File: config.mk
export PLATFORM = sky130hd
export DESIGN_NAME = nibble_table_reader
export DESIGN_NICKNAME = d
export VERILOG_FILES = /design/src/rtl/tblrd_pkg.sv /design/src/rtl/tblrd_ptr_bank.sv /design/src/rtl/tblrd_nib_sel.sv /design/src/rtl/tblrd_ctrl.sv /design/src/rtl/nibble_table_reader.sv
export SDC_FILE = /design/constraint.sdc
export NUM_CORES = 1
export LEC_CHECK = 0
export ABC_CLOCK_PERIOD_IN_PS = 3660
export CAP_MARGIN = 20
export CORE_MARGIN = 5
export CORE_UTILIZATION = 44
export DETAILED_ROUTE_END_ITERATION = 7
export GPL_TIMING_DRIVEN = 0
export PLACE_DENSITY_LB_ADDON = 0.05
export SLEW_MARGIN = 20
export SYNTH_ARGS = -nofsm -noshare
export SYNTH_HDL_FRONTEND = slang
export SYNTH_SLANG_ARGS = --single-unit
File: constraint.sdc
create_clock -name clk -period 3.66 [get_ports clk]
set_input_delay 0.915 -clock clk [delete_from_list [all_inputs] [get_ports clk]]
set_output_delay 0.915 -clock clk [all_outputs]
set_load 0.01 [all_outputs]
File: src/rtl/tblrd_pkg.sv
package tblrd_pkg;
  typedef enum logic [1:0] {
    ST_IDLE  = 2'd0,
    ST_FETCH = 2'd1,
    ST_HOLD  = 2'd2
  } rd_state_e;
endpackage

File: src/rtl/tblrd_ptr_bank.sv
module tblrd_ptr_bank #(
  parameter int NIB_W   = 4,
  parameter int NUM_NIB = 4,
  localparam int SEL_W  = (NUM_NIB > 1) ? $clog2(NUM_NIB) : 1,
  localparam int PTR_W  = NIB_W * NUM_NIB
) (
  input  logic             clk,
  input  logic             rst_n,
  input  logic             wr_en,
  input  logic [SEL_W-1:0] wr_sel,
  input  logic [NIB_W-1:0] wr_data,
  output logic [PTR_W-1:0] ptr
);
  for (genvar k = 0; k < NUM_NIB; k++) begin : g_nib
    logic [NIB_W-1:0] nib_q;
    always_ff @(posedge clk or negedge rst_n) begin
      if (!rst_n)                              nib_q <= '0;
      else if (wr_en && wr_sel == SEL_W'(k))   nib_q <= wr_data;
    end
    assign ptr[k*NIB_W +: NIB_W] = nib_q;
  end

  AST_PTR_KEEP: assert property (@(posedge clk) disable iff (!rst_n)
    !wr_en |=> $stable(ptr));
endmodule

File: src/rtl/tblrd_nib_sel.sv
module tblrd_nib_sel #(
  parameter int NIB_W   = 4,
  parameter int WORD_W  = 16,
  localparam int LANES  = WORD_W / NIB_W,
  localparam int LSEL_W = (LANES > 1) ? $clog2(LANES) : 1
) (
  input  logic [WORD_W-1:0] word,
  input  logic [LSEL_W-1:0] sel,
  output logic [NIB_W-1:0]  nib
);
  logic [NIB_W-1:0] lane [LANES];
  for (genvar j = 0; j < LANES; j++) begin : g_lane
    assign lane[j] = word[j*NIB_W +: NIB_W];
  end
  assign nib = lane[sel];
endmodule

File: src/rtl/tblrd_ctrl.sv
module tblrd_ctrl
  import tblrd_pkg::*;
(
  input  logic clk,
  input  logic rst_n,
  input  logic cmd_valid,
  input  logic res_ready,
  output logic cmd_ready,
  output logic accept,
  output logic capture,
  output logic res_valid
);
  rd_state_e state_q, state_d;

  always_comb begin
    state_d = state_q;
    unique case (state_q)
      ST_IDLE:  if (cmd_valid) state_d = ST_FETCH;
      ST_FETCH: state_d = ST_HOLD;
      ST_HOLD:  if (res_ready) state_d = ST_IDLE;
      default:  state_d = ST_IDLE;
    endcase
  end

  always_ff @(posedge clk or negedge rst_n) begin
    if (!rst_n) state_q <= ST_IDLE;
    else        state_q <= state_d;
  end

  assign cmd_ready = (state_q == ST_IDLE);
  assign accept    = cmd_ready && cmd_valid;
  assign capture   = (state_q == ST_FETCH);
  assign res_valid = (state_q == ST_HOLD);

  AST_FETCH_TO_RESULT: assert property (@(posedge clk) disable iff (!rst_n)
    capture |=> res_valid);
  AST_ACCEPT_BLOCKS: assert property (@(posedge clk) disable iff (!rst_n)
    accept |=> (capture && !cmd_ready));
  AST_SINGLE_STROBE: assert property (@(posedge clk) disable iff (!rst_n)
    accept |=> !accept);
endmodule

File: src/rtl/nibble_table_reader.sv
module nibble_table_reader #(
  parameter int NIB_W    = 4,
  parameter int NUM_PTR  = 4,
  parameter int WORD_W   = 16,
  localparam int PSEL_W  = (NUM_PTR > 1) ? $clog2(NUM_PTR) : 1,
  localparam int EADDR_W = NIB_W * NUM_PTR,
  localparam int LANES   = WORD_W / NIB_W,
  localparam int LSEL_W  = (LANES > 1) ? $clog2(LANES) : 1,
  localparam int WADDR_W = EADDR_W - LSEL_W
) (
  input  logic               clk,
  input  logic               rst_n,
  input  logic               ptr_wr_en,
  input  logic [PSEL_W-1:0]  ptr_wr_sel,
  input  logic [NIB_W-1:0]   ptr_wr_data,
  input  logic               cmd_valid,
  output logic               cmd_ready,
  output logic               mem_rd_en,
  output logic [WADDR_W-1:0] mem_addr,
  input  logic [WORD_W-1:0]  mem_rdata,
  output logic               res_valid,
  input  logic               res_ready,
  output logic [NIB_W-1:0]   res_data
);
  logic [EADDR_W-1:0] elem_addr;
  logic               accept, capture;
  logic [LSEL_W-1:0]  lane_q;
  logic [NIB_W-1:0]   lane_nib;
  logic [NIB_W-1:0]   res_q;

  tblrd_ptr_bank #(.NIB_W(NIB_W), .NUM_NIB(NUM_PTR)) u_ptr (
    .clk(clk), .rst_n(rst_n), .wr_en(ptr_wr_en), .wr_sel(ptr_wr_sel),
    .wr_data(ptr_wr_data), .ptr(elem_addr)
  );

  tblrd_ctrl u_ctrl (
    .clk(clk), .rst_n(rst_n), .cmd_valid(cmd_valid), .res_ready(res_ready),
    .cmd_ready(cmd_ready), .accept(accept), .capture(capture), .res_valid(res_valid)
  );

  tblrd_nib_sel #(.NIB_W(NIB_W), .WORD_W(WORD_W)) u_sel (
    .word(mem_rdata), .sel(lane_q), .nib(lane_nib)
  );

  assign mem_rd_en = accept;
  assign mem_addr  = elem_addr[EADDR_W-1:LSEL_W];

  // lane index is frozen at acceptance so later pointer writes cannot move it
  always_ff @(posedge clk or negedge rst_n) begin
    if (!rst_n)      lane_q <= '0;
    else if (accept) lane_q <= elem_addr[LSEL_W-1:0];
  end

  always_ff @(posedge clk or negedge rst_n) begin
    if (!rst_n)       res_q <= '0;
    else if (capture) res_q <= lane_nib;
  end

  assign res_data = res_q;

  AST_HOLD_STABLE: assert property (@(posedge clk) disable iff (!rst_n)
    (res_valid && !res_ready) |=> (res_valid && $stable(res_data)));
  AST_NO_ISSUE_BUSY: assert property (@(posedge clk) disable iff (!rst_n)
    res_valid |-> !mem_rd_en);
endmodule

==> results.md <==
* Status: completed
* Layout Utilization at 0.677
* Distinct cells, synth at 13
* Reg clk slew, reported paths at 0.12 ns
* Core area at 0.00245 mm²
* Setup violators final at 0
* Netlist Area Pre-Place at 0.00112 mm²
* Max-slew violation count at 0
* Synth warn at 0
* Inserted Clock Buffers at 3
* Share of post-route cells with drive strength above 1 at 0.230
* Slew @ Worst Pin at 0.525 ns
* Crit path capture type: primary output
* Tot GR Track Use at 0.133
* #FFs+latches synth at 24
* # fillers at 186
* CTS Buffer Depth at 2
* Avg Cell Area, Syn at 15.0 µm²
* CP Max Fanout at 3
* WP data required at 2.74 ns
* Antenna cell count at 0
* Tcrit/Tclk final at 0.855
* Fin nets at 154
* Max Freq at 320 MHz
* RSZ-0062 raised after global routing: false
* Setup tns final at 0 ns
* H-Tree Depth at 1
* Critical path launch point type: primary input
* Drt first pass iters at 2
* Commonest non-fill, non-tap cell in the layout: clkdlybuf4s50_1
* Slew HR at 0.650
* Worst skew pair latency at 0.30 ns
* Chip Height at 60.5 µm
* Kind of critical path: primary input to primary output
* Post-route ant nets at 0
* Hold-fix buffers, CTS at 0
* Antenna violations before repair at 0
* Layout Skew at 0.00140 ns
* Period minus WS final at 3.13 ns
* Rows at 18
* Root Driver: clkbuf_4
* Syn Inst Count at 75
* Post-CTS Setup Inserts at 0
* Routed vias at 756
* Drt initial violations at 9
* Die Wd at 60.5 µm
* DR vias/cell at 4.85
* Leak Pwr at 0.708 nW
* Fin cells at 156
* DRC viols at 0
* Routed len/inst at 14.3 µm
* DP Wirelength at 1840 µm
* WL final at 2230 µm
* Post-cts sizing count at 0
* Die area at 0.00366 mm²
* GPL Wtd Cong at 0.687
* Internal reg-to-reg setup slack at 2.22 ns
* Port Buffers at 47
* Syn nets at 102
* Seq. cell area at 601 µm²
* Initial Util at 0.458
* Vias in the first global route at 847
* CTS tree: built
* Power Density at 554 mW/mm²
* Final hold violation count at 0
* CTS Sinks at 24
* Sequential share of the synthesized area at 0.535
* Ports at 48
* P&R area growth vs syn at 48.0%
* Total chip power at 0.000922 W
* Synth area leaders: dfrtp_1, mux2_1, buf_4, mux4_2, mux2_2
* Data arrival time of the worst path at 2.21 ns
* Total congestion overflow at 0
* HP Class: flip-flop to flip-flop
* First-pass GRT wire length at 3650 µm
* Most frequent cells in the layout: clkdlybuf4s50_1, dfrtp_1, mux2_1
* Largest net degree at the start of global routing at 25
* Yosys top cell area share at 0.535
* VDD IR max at 0.000375 V
* Dpl cells at 152
* Cell taking the most area after synthesis: dfrtp_1
* Max-Cap Viols at 0
* Multi-input combinational cell area at 414 µm²
[registers in the layout, summed over array words and instances (netlist names)]
register and flops:
u_ptr.g_nib.nib_q 16, u_ctrl.state_q 2, lane_q 2, res_data 4
[metrics by stage]
stage / setup slack [ns] / hold WS, ns / instance area [µm²]
finish: 0.530 / 0.504 / 1660
global route: 0.442 / 0.533 / 1660
CTS: 0.498 / 0.511 / 1670
detailed placement: 0.494 / 0.480 / 1630
global placement: 0.516 / 0.466 / 1630
floorplan: 1.55 / 0.454 / 1120
[Yosys cell counts]
cell,instances
nand3b_1,2
nand3_1,1
nor2_1,1
buf_4,14
nor3b_2,2
mux2_1,18
dfrtp_1,24
nor2b_1,2
mux2_2,4
a21o_1,1
mux4_2,4
nor3b_1,1
inv_1,1
[where the power goes]
part / internal (W) / total [W] / leakage (nW) / switching [W]
sequential: 0.000341 / 0.000400 / 0.286 / 0.0000592
clock: 0.0000607 / 0.000134 / 0.0210 / 0.0000738
combinational: 0.000269 / 0.000388 / 0.401 / 0.000118
total: 0.000671 / 0.000922 / 0.708 / 0.000251
[critical path: stages]
cell and delay (ns):
clkdlybuf4s50_1 0.46, nor3b_2 0.25, clkdlybuf4s50_1 0.59
[area by class of cell]
type / count / area share
Inverter: 1 / 0.00226
Multi-Input combinational cell: 36 / 0.249
Sequential cell: 24 / 0.361
Tap cell: 30 / 0.0226
Buffer: 14 / 0.0632
Clock buffer: 4 / 0.0218
Timing Repair Buffer: 47 / 0.280
[kinds of logic after synthesis]
group	synth area share
compound gates	0.00668
buf+inv	0.0969
flops	0.535
mux	0.301
simple gates	0.0612
[final timing paths]
| check | from | end | cells after the start |
|---|---|---|---|
| hold reg to reg | u_ptr.g_nib[1].nib_q[3] | u_ptr.g_nib[1].nib_q[3] | 1 |
| setup / recovery | cmd_valid | mem_rd_en | 3 |
| setup reg to reg | lane_q[0] | res_data[2] | 2 |
| min in group asynchronous | rst_n | res_data[1] | 1 |
| max in group asynchronous | rst_n | lane_q[0] | 1 |
| hold / removal | u_ptr.g_nib[1].nib_q[3] | u_ptr.g_nib[1].nib_q[3] | 1 |
[routing by layer]
metal  vias to the layer above  routed length (µm)  global-route usage
met5                         -                   0                   0
met4                         0                   0              0.0279
met3                         0                 225              0.0340
met2                        32                1140               0.258
met1                       367                 868               0.146
li1                        357                   -                   -
No activity file was read; power rests on OpenSTA's default activity.
